--- src/rtl/dco_reload.sv ---
module dco_reload #(
  parameter int CW  = 8,
  parameter int DIV = 4
) (
  input  logic          clk,
  input  logic          rst_n,
  input  logic [CW-1:0] ctrl_word,
  output logic          tick_o,
  output logic          osc_o,
  output logic          div_o
);

  localparam logic [CW-1:0] TOP  = '1;
  localparam logic [CW-1:0] MID  = {1'b1, {(CW-1){1'b0}}};
  localparam int            DW   = (DIV > 1) ? $clog2(DIV) : 1;
  localparam logic [DW-1:0] LAST = DW'(DIV - 1);

  logic [CW-1:0] cnt;
  logic [CW-1:0] load;
  logic [DW-1:0] dcnt;

  assign tick_o = (cnt == TOP);
  assign load   = (ctrl_word == TOP) ? TOP - CW'(1) : ctrl_word;

  always_ff @(posedge clk) begin
    if (!rst_n) begin
      cnt   <= MID;
      osc_o <= 1'b0;
      dcnt  <= '0;
      div_o <= 1'b0;
    end else if (tick_o) begin
      cnt   <= load;
      osc_o <= ~osc_o;
      if (dcnt == LAST) begin
        dcnt  <= '0;
        div_o <= ~div_o;
      end else begin
        dcnt <= dcnt + DW'(1);
      end
    end else begin
      cnt <= cnt + CW'(1);
    end
  end


  single_tick_chk: assert property (@(posedge clk) disable iff (!rst_n)
    tick_o |=> !tick_o);


  clamp_period_chk: assert property (@(posedge clk) disable iff (!rst_n)
    (tick_o && ctrl_word == TOP) |=> !tick_o ##1 tick_o);


  osc_flip_chk: assert property (@(posedge clk) disable iff (!rst_n)
    tick_o |=> (osc_o != $past(osc_o)));


  osc_hold_chk: assert property (@(posedge clk) disable iff (!rst_n)
    !tick_o |=> $stable(osc_o));


  div_hold_chk: assert property (@(posedge clk) disable iff (!rst_n)
    !tick_o |=> $stable(div_o));

endmodule

--- config.mk ---
export PLATFORM = sky130hd
export DESIGN_NAME = dco_reload
export DESIGN_NICKNAME = d
export VERILOG_FILES = /design/src/rtl/dco_reload.sv
export SDC_FILE = /design/constraint.sdc
export NUM_CORES = 1
export LEC_CHECK = 0
export BUFFER_PORTS_ARGS = -buffer_cell sky130_fd_sc_hd__buf_2
export CORE_AREA = 4 4 41 43
export DETAILED_ROUTE_END_ITERATION = 12
export DIE_AREA = 0 0 45 47
export GPL_TIMING_DRIVEN = 1
export PLACE_DENSITY = 0.66
export SETUP_SLACK_MARGIN = 0.1
export SYNTH_ARGS = -nofsm -noshare
export SYNTH_HDL_FRONTEND = slang
export SYNTH_SLANG_ARGS = --single-unit
--- constraint.sdc ---
create_clock -name clk -period 3.9 [get_ports clk]
set_input_delay 0.39 -clock clk [delete_from_list [all_inputs] [get_ports clk]]
set_output_delay 0.39 -clock clk [all_outputs]
set_load 0.01 [all_outputs]
# Yosys cells after proc, flatten, opt, wreduce, memory -nomap -nowiden

Cells that the tools add are included.

Add/sub/neg operators: 2
$mul: 0
Div/mod/pow operators: 0
$lt $le $gt $ge: 0
Equality and inequality tests: 3
Shift-type cells: 0
Mux-type cells: 3
Bitwise logic cells: 2
Reduce and logical (&&, ||, !) cells: 1

Operator list:

| kind                                         | count |
|---|---|
| equality test 8 bit (second input constant)  | 2 |
| two-way mux 8 bit                            | 2 |
| adder 8 x 1 -> 8 bit (second input constant) | 1 |
| adder 2 x 1 -> 2 bit (second input constant) | 1 |
| equality test 2 bit (second input constant)  | 1 |
| two-way mux 2 bit                            | 1 |
| NOT 1 bit                                    | 2 |
| AND reduction 2 bit                          | 1 |

Register bits: 12
Latch bits: 0
Bits in writable memories: 0
ROM bits: 0
Input port bits: 10
Output and inout port bits: 3
Word-level logic and storage cells: 15
Memories kept: 0

# Logic depth before layout (Yosys ltp)

Gate-level depths: netlist of run 1.

Depth in word-level cells: 3
Mapped depth: 6
Mapped depth without buffers: 6

# Worst setup path before layout of run 1

OpenSTA, ideal clock, no wires.

Path kind: flip-flop to output port
From: register cnt[0]
To: output port tick_o
Arrival: 1053 ps
Required time: 3510 ps
Path slack: 2457 ps
Stages on the path, launching flop included: 5
Path buffers: 0
Cells stage by stage: dfxtp_1 ha_1 nand4_1 or2_4 inv_1

Longest elaborated chain between the ends: 1

Ends and longest elaborated chain:

| element                  | line | text |
|---|---|---|
| start: declaration       | 18   | `logic [CW-1:0] cnt;` |
| start signal: assignment | 32   | `cnt <= load;` |
| start signal: assignment | 41   | `cnt <= cnt + CW'(1);` |
| equality test 8 bit      | 22   | `assign tick_o = (cnt == TOP);` |
| end: declaration         | 8    | `output logic tick_o,` |

Every way passes these cells.

# Worst setup path after layout of run 1

Ends and elaborated chain as after synthesis.

==> out/metrics.csv, run 1 <==
metric,value,unit
status,completed,
grt_pass1_vias,430,
setup_viol,0,
yosys.cell_count.top_type,sky130_fd_sc_hd__dfxtp_1,
layout_min_cycle_time,2.002,ns
critPathRequiredTime,3.51,ns
vias_per_cell,5.411,
power.internal,189.4,uW
buffer_ports.inserted,12,
grt_start_max_net_pins,14,
top_ports,13,
slew_viol_final,0,
fin_worst_hold_slack,0.3761,ns
dp_hpwl,858.4,um
hold_class,in -> reg,
cell_chosen_for_the_clock_root,sky130_fd_sc_hd__clkbuf_4,
ir_drop,0.1417,mV
insertedDiodeCount,0,
list_of_most_frequent_post_synthesis_cells,"sky130_fd_sc_hd__dfxtp_1, sky130_fd_sc_hd__nand2_1, sky130_fd_sc_hd__xnor2_1",
grt_first_pass_wirelength,1738,um
hold-path-cell-count,2,
cp_delay_by_family_top,simple AND/OR/NAND/NOR gates,
worstSkewPairLatency,0.27,ns
critical_path.n_buffers_inverters,2,
total_wirelength_of_the_detailed_routed_design,1135,um
synth.largest_area_cell,sky130_fd_sc_hd__dfxtp_1,
finalWeightedCongestion,0.7845,
synth_to_final_area_change,18.48,%
min_period_over_period,51.34,%
path_cells,ha_1 -> nand4_1 -> or2_4 -> inv_1 -> buf_2,
timing.max_slew.rel_slack,82.67,%
yosysUniqueCellTypes,27,
final.setup.tns,0,ns
horiz_die_dim,45,um
pwr_density_cell,352.7,nW/um2
seq_power_share,52.9,%
final_util,52.40,%
finalHoldViolCount,0,
final_area,681.9,um2
finalNetCount,93,
ys_dominant_reg_cell,sky130_fd_sc_hd__dfxtp_1,
cap_violations,0,
cell_depth_of_the_worst_flop_to_flop_path,5,
ff2ff_setup_slack,2.36,ns
cell_area_after_synthesis,575.6,um2
floorplan.die.height,47,um
floorplan.rows,13,
synth_seq_area_share,41.74,%
netSwitchingPower,51.17,uW
worst_setup_hold_path_clk_slew,0.08,ns
crit-reg2reg-launch,cnt[0],
drt_pass1_iterations,4,
postCtsResizedCells,0,
crit_path_max_fanout,13,
postSynth.asyncResetShare,0,%
worstSetupPathType,reg -> out,
hp-start,ctrl_word[3],
number_of_buffers_inserted_during_clock_tree_synthesis,3,
track_usage,11.68,%
fin_total_pwr,240.5,uW
skew,0.004872,ns
relative_contribution_of_combinational_cells_to_total_power,5.9,%
synth_edf_count,0,
worst-endpoint-arrival,1.61,ns
clk_path_buf_depth,2,
number_of_nets_in_the_synthesized_netlist,78,
antenna_found_initial,0,
max_freq,499.4,MHz
antenna_violating_nets_post_route,0,
worst_slew_pin_slew,0.2580,ns
tritoncts_num_sinks,12,
synth_top_area_share,41.74,%
post-place-ws,2.196,ns
place_area,645.6,um2
clock_power_share,41.2,%
remaining_drcs,0,
dpl.cell_count,91,
layout.cells.non_filler,95,
via_count,514,
globalRouteOverflowTotal,0,
die-area,2115,um2
drt-wirelength-per-cell,11.95,um
cts_tree,done,
drive_gt1_share,22.50,%
starting_utilization_of_the_core_area,44.23,%
critical_path.endpoint_type,output pin,
ys_warn_count,0,
critical-path-slowest-cell,sky130_fd_sc_hd__dfxtp_1,
max_h_tree_level,1,
worstReg2RegEnd,dcnt[0],
drtIter0Drc,14,
min_delay_worst_endpoint,cnt[3],
swShare,21.27,%
unrepaired_setup_endpoints_after_global_routing,false,
synth_cells,66,
coreArea,1301,um2
postSynthRegisterBits,12,
postLayoutSetupSlackWorst,1.898,ns
cellLeakagePower,0.2872,nW
cts_hold_buf,0,
timing.critical_path.from_type,flop,
cts_setup_buffers,0,
synth_area_leaders,"sky130_fd_sc_hd__dfxtp_1, sky130_fd_sc_hd__xnor2_1, sky130_fd_sc_hd__nand2_1",
max_stage_delay,0.36,ns
syn_avg_cell_area,8.720,um2
kinds of logic after synthesis:
logic type	after synthesis	synth area share, %
AND/OR/NAND/NOR	28	26.09
AO/OA/AOI/OAI	13	15.22
flip-flops	12	41.74
XOR/XNOR	6	9.130
buffers and inverters	5	3.477
adder cells (fa/ha/maj)	2	4.347
layer usage:
metal  track usage, %  vias to the layer above  share of wire [%]
li1                 -                      257                  -
met1            13.39                      239                 45
met2            19.21                       16                 47
met3            2.299                        2                7.5
met4            8.772                        0               0.79
met5                0                        -                  0
layout by cell type, fill, tap and decap left out, drive strengths merged:
cell / Yosys / routed
nand4: 2 / 2
a21oi: 1 / 1
inv: 3 / 3
xor2: 1 / 1
ha: 2 / 2
nor2: 1 / 1
and3: 1 / 1
xnor2: 5 / 5
dfxtp: 12 / 12
or2: 1 / 1
and2: 2 / 2
o21ai: 3 / 3
nand3: 3 / 3
a31oi: 3 / 3
nor2b: 2 / 2
nand2: 11 / 11
or3: 1 / 1
a2bb2oi: 1 / 1
o211a: 1 / 1
buf: 1 / 12
nor3: 2 / 2
nor3b: 1 / 1
and4: 1 / 1
clkbuf: 1 / 4
a21boi: 4 / 4
cell type report:
type	instances	area (um2)
flip-flops and latches	12	240.2
repair buffers	12	60.06
well taps	15	18.77
clock buffers	4	36.28
fillers	137	619.3
multi-input cells	49	315.3
inverters	3	11.26
worst max-delay path by stage:
stage / from / to / slack, ns / depth (start not counted)
2_1_floorplan: cnt[0] / tick_o / 2.46 / 4
3_3_place_gp: cnt[0] / tick_o / 2.25 / 5
3_5_place_dp: cnt[0] / tick_o / 2.20 / 5
4_1_cts: cnt[0] / tick_o / 1.89 / 5
5_1_grt: cnt[0] / tick_o / 1.78 / 5
6_report: cnt[0] / tick_o / 1.90 / 5
worst register-to-register path, delay by kind of cell (launching register included):
kind | cells | cell delay, ns
simple gates | 3 | 0.76
compound gates | 1 | 0.14
fa+ha+maj | 1 | 0.23
flops | 1 | 0.36
sequential cells by signal, indices dropped and copies added, names as in the netlist:
signal / count
cnt: 8
div_o: 1
dcnt: 2
osc_o: 1
power groups by stage:
stage	sequential [mW]	clock [mW]	combinational (mW)
finish	0.127	0.0991	0.0142
global route	0.128	0.107	0.0160
CTS	0.127	0.102	0.0143
detailed placement	0.130	0	0.0142
global placement	0.130	0	0.0142
floorplan	0.130	0	0.00739
No activity file was read; power rests on OpenSTA's default activity.
==> run 2, diff against run 1 <==
==> constraint.sdc (replaced) <==
create_clock -name clk -period 2.1 [get_ports clk]
set_input_delay 0.21 -clock clk [delete_from_list [all_inputs] [get_ports clk]]
set_output_delay 0.21 -clock clk [all_outputs]
set_load 0.01 [all_outputs]
==> out/metrics.csv, run 2 (same netlist as run 1, synthesis figures left out) <==
metric,value,unit,change
floorplan.rows,13,,unchanged
setup_viol,0,,unchanged
status,completed,,
worstSkewPairLatency,0.26,ns,about the same
largestRegisters,"cnt (8), dcnt (2)",,
finalNetCount,93,,unchanged
grt_pass1_vias,491,,+14%
insertedDiodeCount,0,,unchanged
postCtsResizedCells,0,,unchanged
timing.max_slew.rel_slack,85.92,%,+3.2 points
dpl.cell_count,91,,unchanged
layout.cells.non_filler,94,,-1.1%
largest_register_ffs,8,,unchanged
slew_viol_final,0,,unchanged
worst_slew_pin_slew,0.2096,ns,-0.04835 ns
antenna_violating_nets_post_route,0,,unchanged
sequential_cell_area_in_the_final_layout,240.2,um2,unchanged
skew,0.0005266,ns,-0.004345 ns
cp_delay_by_family_top,simple AND/OR/NAND/NOR gates,,
cap_violations,0,,unchanged
drtIter0Drc,2,,-12
max_stage_delay,0.35,ns,about the same
worst_setup_hold_path_clk_slew,0.07,ns,about the same
floorplan.die.height,47,um,unchanged
final.setup.tns,0,ns,unchanged
top_ports,13,,unchanged
vias_per_cell,5.181,,-4.2%
path_cells,ha_1 -> nand4_1 -> or2_4 -> inv_1 -> buf_2,,
grt_first_pass_wirelength,1911,um,+10%
dp_hpwl,830.1,um,-3.3%
cts_hold_buf,0,,unchanged
worstSetupPathType,reg -> out,,
max_h_tree_level,1,,unchanged
layout_min_cycle_time,1.807,ns,
coreArea,1301,um2,unchanged
critical-path-slowest-cell,sky130_fd_sc_hd__dfxtp_1,,
critical_path.endpoint_type,output pin,,
unrepaired_setup_endpoints_after_global_routing,false,,
buffer_ports.inserted,12,,unchanged
cellLeakagePower,0.2800,nW,-2.5%
worst-endpoint-arrival,1.60,ns,about the same
finalWeightedCongestion,0.8009,,+2.1%
starting_utilization_of_the_core_area,44.23,%,unchanged
remaining_drcs,0,,unchanged
drt-wirelength-per-cell,11.46,um,-4.1%
clk_path_buf_depth,2,,unchanged
track_usage,12.39,%,+0.71 points
fillers,140,,+2.2%
max_freq,553.3,MHz,
drive_gt1_share,21.52,%,-0.98 points
hold_class,in -> reg,,
timing.critical_path.from_type,flop,,
critical_path.n_buffers_inverters,2,,unchanged
fin_total_pwr,399.9,uW,+66%
multiInputGateArea,315.3,um2,unchanged
finalHoldViolCount,0,,unchanged
cell_chosen_for_the_clock_root,sky130_fd_sc_hd__clkbuf_4,,
total_wirelength_of_the_detailed_routed_design,1077,um,-5.1%
ir_drop,0.4064,mV,+190%
layout.cells.most_common_list,"sky130_fd_sc_hd__dfxtp_1, sky130_fd_sc_hd__buf_2, sky130_fd_sc_hd__nand2_1",,
crit_path_max_fanout,13,,unchanged
grt_start_max_net_pins,14,,unchanged
pwr_density_cell,598.6,nW/um2,+70%
min_period_over_period,86.07,%,
horiz_die_dim,45,um,unchanged
number_of_buffers_inserted_during_clock_tree_synthesis,3,,unchanged
tritoncts_num_sinks,12,,unchanged
critPathRequiredTime,1.89,ns,-1.62 ns
synth_to_final_area_change,16.09,%,
die-area,2115,um2,unchanged
drt_pass1_iterations,2,,-2
antenna_found_initial,0,,unchanged
regMostFlops,cnt,,
cts_tree,done,,
cts_setup_buffers,0,,unchanged
globalRouteOverflowTotal,0,,unchanged
via_count,487,,-5.3%
==> run 2: cell types whose count changed in the layout (fill, tap and decap cells not counted), sizes merged <==
| cell | delta |
|---|---|
| clkbuf | -1 |
==> run 2: area by class of cell <==
cell class | instances | area share [%]
clock buffer | 3 | 3.371
tap | 15 | 2.809
multi-input combinational | 49 | 47.19
timing repair buffer | 12 | 8.989
sequential | 12 | 35.95
inverter | 3 | 1.685
==> run 2: path summary, 6_finish.rpt <==
kind	start	to	slack, ns	cells past startpoint
worst max-delay path	cnt[0]	tick_o	0.29	5
worst min-delay path	ctrl_word[2]	cnt[2]	0.20	3
worst max register to register	cnt[0]	dcnt[0]	0.56	5
worst min register to register	dcnt[1]	dcnt[1]	0.47	2
==> run 2: per-layer routing <==
metal / share of wire, % / vias up / GRT usage (%)
li1: - / 254 / -
met1: 48 / 219 / 15.01
met2: 45 / 12 / 20.62
met3: 5.6 / 2 / 3.448
met4: 0.74 / 0 / 5.263
met5: 0 / - / 0
==> run 2: tightest hold or removal path: cells and delay by family <==
kind,cells,cell delay [ns]
AOI/OAI and AO/OA,1,0.06
and+or+nand+nor,1,0.05
buffers and inverters,1,0.11
==> run 2: report_power, final <==
part           internal [mW]  leakage, nW  total (mW)  switching (mW)
registers              0.232       0.0973       0.236         0.00393
clock network         0.0662       0.0138       0.137          0.0712
logic                 0.0141        0.169      0.0263          0.0122
==> run 2: per-stage QoR <==
stage | hold slack [ns] | instance area (um2) | setup slack (ns) | util, %
3_3_place_gp | 0.4595 | 645.6 | 0.6260 | 49.62
4_1_cts | 0.1981 | 668.1 | 0.2813 | 51.35
3_5_place_dp | 0.4688 | 645.6 | 0.5647 | 49.62
2_1_floorplan | 0.3483 | 575.6 | 0.6821 | -
5_1_grt | 0.2074 | 668.1 | 0.1558 | 51.35
6_report | 0.2042 | 668.1 | 0.2926 | 51.35
